## src/rtl/sdm_divider_ctrl.sv

```systemverilog
module sdm_divider_ctrl #(
  parameter int INT_W   = 8,
  parameter int FRAC_W  = 14,
  parameter int MIN_INT = 31
) (
  input  logic              clk,
  input  logic              rst_n,
  input  logic              load,
  input  logic              step,
  input  logic [INT_W-1:0]  int_in,
  input  logic [FRAC_W-1:0] frac_in,
  output logic [INT_W:0]    modulus,
  output logic signed [3:0] offset,
  output logic              int_invalid
);

  logic [INT_W-1:0]  int_q;
  logic [FRAC_W-1:0] frac_q, acc1, acc2, acc3;
  logic              c2_d, c3_d, c3_dd;
  logic [FRAC_W:0]   s1, s2, s3;
  int                off_sum, mod_sum;

  assign s1 = {1'b0, acc1} + {1'b0, frac_q};
  assign s2 = {1'b0, acc2} + {1'b0, s1[FRAC_W-1:0]};
  assign s3 = {1'b0, acc3} + {1'b0, s2[FRAC_W-1:0]};

  always_comb begin
    off_sum = int'(s1[FRAC_W]) + int'(s2[FRAC_W]) - int'(c2_d)
            + int'(s3[FRAC_W]) - 2 * int'(c3_d) + int'(c3_dd);
    mod_sum = int'(int_q) + off_sum;
  end

  always_ff @(posedge clk) begin
    if (!rst_n) begin
      int_q       <= '0;
      frac_q      <= '0;
      acc1        <= '0;
      acc2        <= '0;
      acc3        <= '0;
      c2_d        <= 1'b0;
      c3_d        <= 1'b0;
      c3_dd       <= 1'b0;
      modulus     <= '0;
      offset      <= '0;
      int_invalid <= 1'b1;
    end else if (load) begin
      int_q       <= int_in;
      frac_q      <= frac_in;
      acc1        <= '0;
      acc2        <= '0;
      acc3        <= '0;
      c2_d        <= 1'b0;
      c3_d        <= 1'b0;
      c3_dd       <= 1'b0;
      modulus     <= {1'b0, int_in};
      offset      <= '0;
      int_invalid <= int'(int_in) < MIN_INT;
    end else if (step) begin
      acc1    <= s1[FRAC_W-1:0];
      acc2    <= s2[FRAC_W-1:0];
      acc3    <= s3[FRAC_W-1:0];
      c2_d    <= s2[FRAC_W];
      c3_d    <= s3[FRAC_W];
      c3_dd   <= c3_d;
      offset  <= 4'(off_sum);
      modulus <= (INT_W+1)'(mod_sum);
    end
  end

endmodule

```

## config.mk

```make
export PLATFORM = sky130hd
export DESIGN_NAME = sdm_divider_ctrl
export DESIGN_NICKNAME = d
export VERILOG_FILES = /design/src/rtl/sdm_divider_ctrl.sv
export SDC_FILE = /design/constraint.sdc
export NUM_CORES = 1
export LEC_CHECK = 0
export BUFFER_PORTS_ARGS = -buffer_cell sky130_fd_sc_hd__buf_2
export CAP_MARGIN = 20
export CORE_ASPECT_RATIO = 0.75
export CORE_MARGIN = 2
export CORE_UTILIZATION = 45
export CTS_BUF_LIST = sky130_fd_sc_hd__clkbuf_8
export DETAILED_ROUTE_END_ITERATION = 6
export GPL_TIMING_DRIVEN = 0
export SYNTH_ARGS = -nofsm -noshare
export SYNTH_HDL_FRONTEND = slang
export SYNTH_SLANG_ARGS = --single-unit
export TNS_END_PERCENT = 20
```

## constraint.sdc

```tcl
create_clock -name clk -period 11.2 [get_ports clk]
set_clock_uncertainty 0.05 [all_clocks]
set_input_delay 2.8 -clock clk [delete_from_list [all_inputs] [get_ports clk]]
set_output_delay 2.8 -clock clk [all_outputs]
set_load 0.02 [all_outputs]
```

==> results list <==
- Nature of the critical path startpoint: flip-flop
* Cells taking the most area after synthesis: sky130_fd_sc_hd__dfxtp_1 30%, sky130_fd_sc_hd__ha_1 14%, sky130_fd_sc_hd__mux2i_1 7.0%, sky130_fd_sc_hd__a21oi_1 4.3%, sky130_fd_sc_hd__o21ai_0 3.8%
- From synthesis to final layout, the design area changed by 11.66%.
- Final HPWL from detailed placement: 10400 um
- Max-cap violations in this run came to 0.
- In the final layout, flip-flops and latches occupy 0.001622 mm2.
- Summed over all layers, the global routing overflow is 0.
- TritonCTS built the clock tree.
- Number of buffers and inverters on the critical path: 1
- Dividing total power by cell area gives a power density of 117.2 mW/mm2.
- Number of vias per cell: 5.465
* Top Usage Layer GRT: met2
* Library cell used as clock root buffer: sky130_fd_sc_hd__clkbuf_8
- Final instance area: 0.006028 mm2
- Total Power Consumption: 0.7068 mW
* R2r setup slk: 3.73 ns
- The number of max-slew violations in the final report is 0.
* Sink Count: 81
* First-pass GRT wire length: 22180 um
* Number of primary I/O pins: 40
- Wire length per cell after detailed routing: 16.13 um
- Setup repair after global routing left no endpoint under its margin.
- Summed over all instances, the cell type with the most area after synthesis is sky130_fd_sc_hd__dfxtp_1.
* Post-CTS Setup Bufs: 0
- Global routing used 21.88% of the available tracks across all layers.
- Final Worst Setup Slack: 3.734 ns
* CTS H-tree lvls: 3
- The region available for standard cell placement spans 0.01166 mm2.
- Number of global-route vias before repair: 4511
* End-of-flow core utilization: 51.72%
- The critical path is of the reg -> reg type.
- Global routing consumed, on the met1 layer, 30.61% of the routing resources.
* Standby leakage power: 2.776 nW
* Synth top area share: 30.03%
- Hold Path Sink: acc3[5]
- Number of antenna violations at the first check in global routing: 0
- Internal power summed over all cells: 0.5074 mW
* Max rail drop VDD: 0.05697 mV
* HP Class: reg -> reg
- Switching Power: 0.1994 mW
- Multi-input logic area: 0.003575 mm2
* Post-layout nets: 757
* Final wirelength: 13400 um
- In the synthesized netlist the dominant register cell turns out to be sky130_fd_sc_hd__dfxtp_1.
- Final critical-path share of the clock period: 66.66%
* Max clock buf depth: 2
- Entering global routing, the biggest net connects 14 pins.
- Clock Power Share: 37.3%
- The repair_antennas step left the layout with diodes totalling 0.
* TritonCTS Buffers: 9
- At the pin with the least slew margin, the transition time is 0.8026 ns.
- Number of DRC violations after detailed-routing iteration 0: 193
- Of the total power, combinational logic draws 19.2%.
- Flops & latches, synth: 81
* Delay-heaviest family, CP: compound AO/OA/AOI/OAI gates
* Global-route met2 utilization: 35.22%
- Most numerous cell on the critical path: sky130_fd_sc_hd__ha_1
* Post-synthesis cell area: 0.005399 mm2
- Clock latency on the worst-skew pair, taken at its later pin, is 0.36 ns.
- After floorplanning, the core was divided into 34 placement rows.
* Remaining design rule violation count: 0
- Met3 Track Usage GR: 4.397%
- The worst setup path is captured at a flip-flop.
- Net Count, Synth: 709
- The die is 130.5 um wide.
- Time the worst path needs with I/O delays and setup: 7.466 ns
* WHS Path Cells: 2
- In this run the most critical hold path is launched from acc3[5].
- A synthesized cell averages 8.750 um2.
* Share of flip-flops with an asynchronous set or reset after synthesis: 0%
- Global placer's final weighted congestion: 0.9034
- Chip Height: 98.86 um
- Number of buffer cells added on primary ports: 37
- The startpoint identified for the worst register-to-register timing path is frac_q[1].
- Registers are responsible for 43.5% of the overall power.
- Fill cell count: 1114
- Maximum clock rate: 0.1339 GHz
- For this run, the number of Yosys warnings is 0.
- Slowest stage delay, CP: 0.53 ns
* Count of cells resized by post-cts repair: 0
- Worst-path fanout max: 5
* Detail Route Antenna Nets: 0
- In this run the tightest slew margin relative to its limit is 46.50%.
* Number of iterations in the first detailed-routing pass: 6
- Reg2reg path depth: 27
- Data arrival at the endpoint of the critical path: 7.67 ns
- Adding up every negative setup slack in the final design gives 0 ns.
- The post-route netlist has 10.91% of its cells at a drive strength greater than 1.
* DP Worst Slack: 3.753 ns
- The final route contains 4541 vias.
- The run finished with clean final reports.
- Overall die area: 0.01290 mm2
- After clock tree synthesis, the flow added hold-fix buffers numbering 0.
- Final Hold Fails: 0
* Gate Count Post-Synth: 617
* Count of flip-flops with a built-in enable after synthesis: 0
- The number of different library cells used by synthesis comes to 55.
* Required time of the critical path: 11.40 ns
- Net switching is 28.21% of the power.
- Clock transition time at the flip-flop clock pins of the worst setup and hold paths: 0.09 ns
- Critical R2R Capture: modulus[7]
- Setup violations remaining at the end of the flow were counted as 0.
- Post-DP Area: 0.005787 mm2
- Sequential cell area fraction in the yosys report: 30.03%
- Library cell contributing the largest single delay on the critical path: sky130_fd_sc_hd__a2111oi_0
- The initial utilization of the core area, before any placement, comes to 46.32%.
## routing by layer
layer	vias to the layer above	wire length, um
met5	-	0
met4	0	120
met3	11	508
met2	83	5932
met1	2127	6843
li1	2320	-
## worst reg2reg max path: stages (launching register included)
cell and delay, ns:
sky130_fd_sc_hd__dfxtp_1 0.35, sky130_fd_sc_hd__ha_1 0.33, sky130_fd_sc_hd__a211oi_2 0.26, sky130_fd_sc_hd__nor2_2 0.11
sky130_fd_sc_hd__o31ai_4 0.31, sky130_fd_sc_hd__o21bai_1 0.15, sky130_fd_sc_hd__xor2_1 0.41, sky130_fd_sc_hd__ha_1 0.32
sky130_fd_sc_hd__a21o_1 0.19, sky130_fd_sc_hd__a21o_1 0.17, sky130_fd_sc_hd__a21oi_1 0.23, sky130_fd_sc_hd__mux2_2 0.38
sky130_fd_sc_hd__a311oi_2 0.36, sky130_fd_sc_hd__ha_1 0.25, sky130_fd_sc_hd__a21boi_0 0.27, sky130_fd_sc_hd__o21a_1 0.14
sky130_fd_sc_hd__nor2_1 0.04, sky130_fd_sc_hd__a41o_1 0.26, sky130_fd_sc_hd__fa_1 0.44, sky130_fd_sc_hd__ha_1 0.20
sky130_fd_sc_hd__inv_1 0.07, sky130_fd_sc_hd__fa_1 0.47, sky130_fd_sc_hd__ha_1 0.36, sky130_fd_sc_hd__a21o_1 0.18
sky130_fd_sc_hd__nand2_1 0.09, sky130_fd_sc_hd__a2111oi_0 0.53, sky130_fd_sc_hd__o21ai_0 0.16, sky130_fd_sc_hd__a32o_1 0.29
## worst max path at each step
stage               from         end  slack [ns]  depth (start not counted)
3_5_place_dp   frac_q[0]  modulus[7]        3.75                         28
5_1_grt        frac_q[0]  modulus[8]        3.28                         29
4_1_cts        frac_q[0]  modulus[7]        3.72                         28
2_1_floorplan  frac_q[0]  modulus[8]        4.75                         29
3_3_place_gp   frac_q[0]  modulus[7]        3.84                         28
6_report       frac_q[1]  modulus[7]        3.73                         27
## sequential cells by signal, summed over array words and instances (netlist names)
register     cells
acc3            14
acc1            14
acc2            14
c3_d             1
modulus          9
int_invalid      1
offset           4
c3_dd            1
int_q            8
frac_q          14
c2_d             1
## power by group through the flow
stage / clock, mW / combinational (mW) / sequential, mW
finish: 0.264 / 0.135 / 0.308
CTS: 0.271 / 0.136 / 0.308
global route: 0.281 / 0.151 / 0.309
global placement: 0 / 0.130 / 0.314
detailed placement: 0 / 0.135 / 0.314
floorplan: 0 / 0.0961 / 0.316
## synth_stat cells, drive strengths merged (5+ instances only)
| cell | count |
|---|---|
| clkbuf | 13 |
| a21boi | 10 |
| a22o | 16 |
| a21o | 17 |
| inv | 27 |
| xor2 | 11 |
| dfxtp | 81 |
| fa | 7 |
| o21a | 7 |
| a31oi | 8 |
| buf | 10 |
| nand2 | 37 |
| mux2i | 38 |
| nand3 | 8 |
| nand2b | 6 |
| nor2b | 24 |
| xnor2 | 21 |
| nor2 | 55 |
| a21oi | 47 |
| nor3 | 8 |
| o21ai | 45 |
| ha | 59 |
| o21bai | 6 |
| a211oi | 15 |
| and2 | 5 |
## cell families after synthesis
logic type / after synthesis / synth area share [%]
mux: 40 / 7.532
xor+xnor: 32 / 5.191
flops: 81 / 30.03
simple gates: 155 / 13.44
fa+ha+maj: 66 / 16.27
compound gates: 192 / 23.78
buf+inv: 51 / 3.754
## metrics by stage
step / hold WS, ns / std cells
final: 0.4204 / 831
after global routing: 0.4466 / 831
after CTS: 0.4251 / 831
after detailed placement: 0.4056 / 816
after global placement: 0.3951 / 816
after floorplan: 0.3815 / 617
## cell type report
class                      instances  area share [%]
buffer                            23           1.619
clock buffer                      10           2.283
clock inverter                     5           1.723
inverter                          28           1.743
multi-input combinational        485           59.30
sequential                        81           26.90
tap                              162           3.362
timing repair buffer              37           3.072
## placed cells by master, fill, tap and decap left out, types with 3 or more instances in the layout
cell / count
sky130_fd_sc_hd__a211oi_1: 13
sky130_fd_sc_hd__a21boi_0: 10
sky130_fd_sc_hd__a21o_1: 17
sky130_fd_sc_hd__a21oi_1: 46
sky130_fd_sc_hd__a22o_1: 16
sky130_fd_sc_hd__a31oi_1: 8
sky130_fd_sc_hd__and2_1: 5
sky130_fd_sc_hd__and3_1: 4
sky130_fd_sc_hd__buf_1: 3
sky130_fd_sc_hd__buf_2: 43
sky130_fd_sc_hd__bufinv_16: 3
sky130_fd_sc_hd__clkbuf_1: 13
sky130_fd_sc_hd__clkbuf_8: 10
sky130_fd_sc_hd__dfxtp_1: 81
sky130_fd_sc_hd__fa_1: 7
sky130_fd_sc_hd__ha_1: 59
sky130_fd_sc_hd__inv_1: 26
sky130_fd_sc_hd__mux2i_1: 38
sky130_fd_sc_hd__nand2_1: 37
sky130_fd_sc_hd__nand2b_1: 6
sky130_fd_sc_hd__nand3_1: 8
sky130_fd_sc_hd__nand4_1: 4
sky130_fd_sc_hd__nor2_1: 53
sky130_fd_sc_hd__nor2b_1: 24
sky130_fd_sc_hd__nor3_1: 8
sky130_fd_sc_hd__o211ai_1: 4
sky130_fd_sc_hd__o21a_1: 7
sky130_fd_sc_hd__o21ai_0: 41
sky130_fd_sc_hd__o21ai_1: 3
sky130_fd_sc_hd__o21bai_1: 6
sky130_fd_sc_hd__o31ai_1: 3
sky130_fd_sc_hd__xnor2_1: 21
sky130_fd_sc_hd__xor2_1: 11
(Power assumes the default switching activity.)
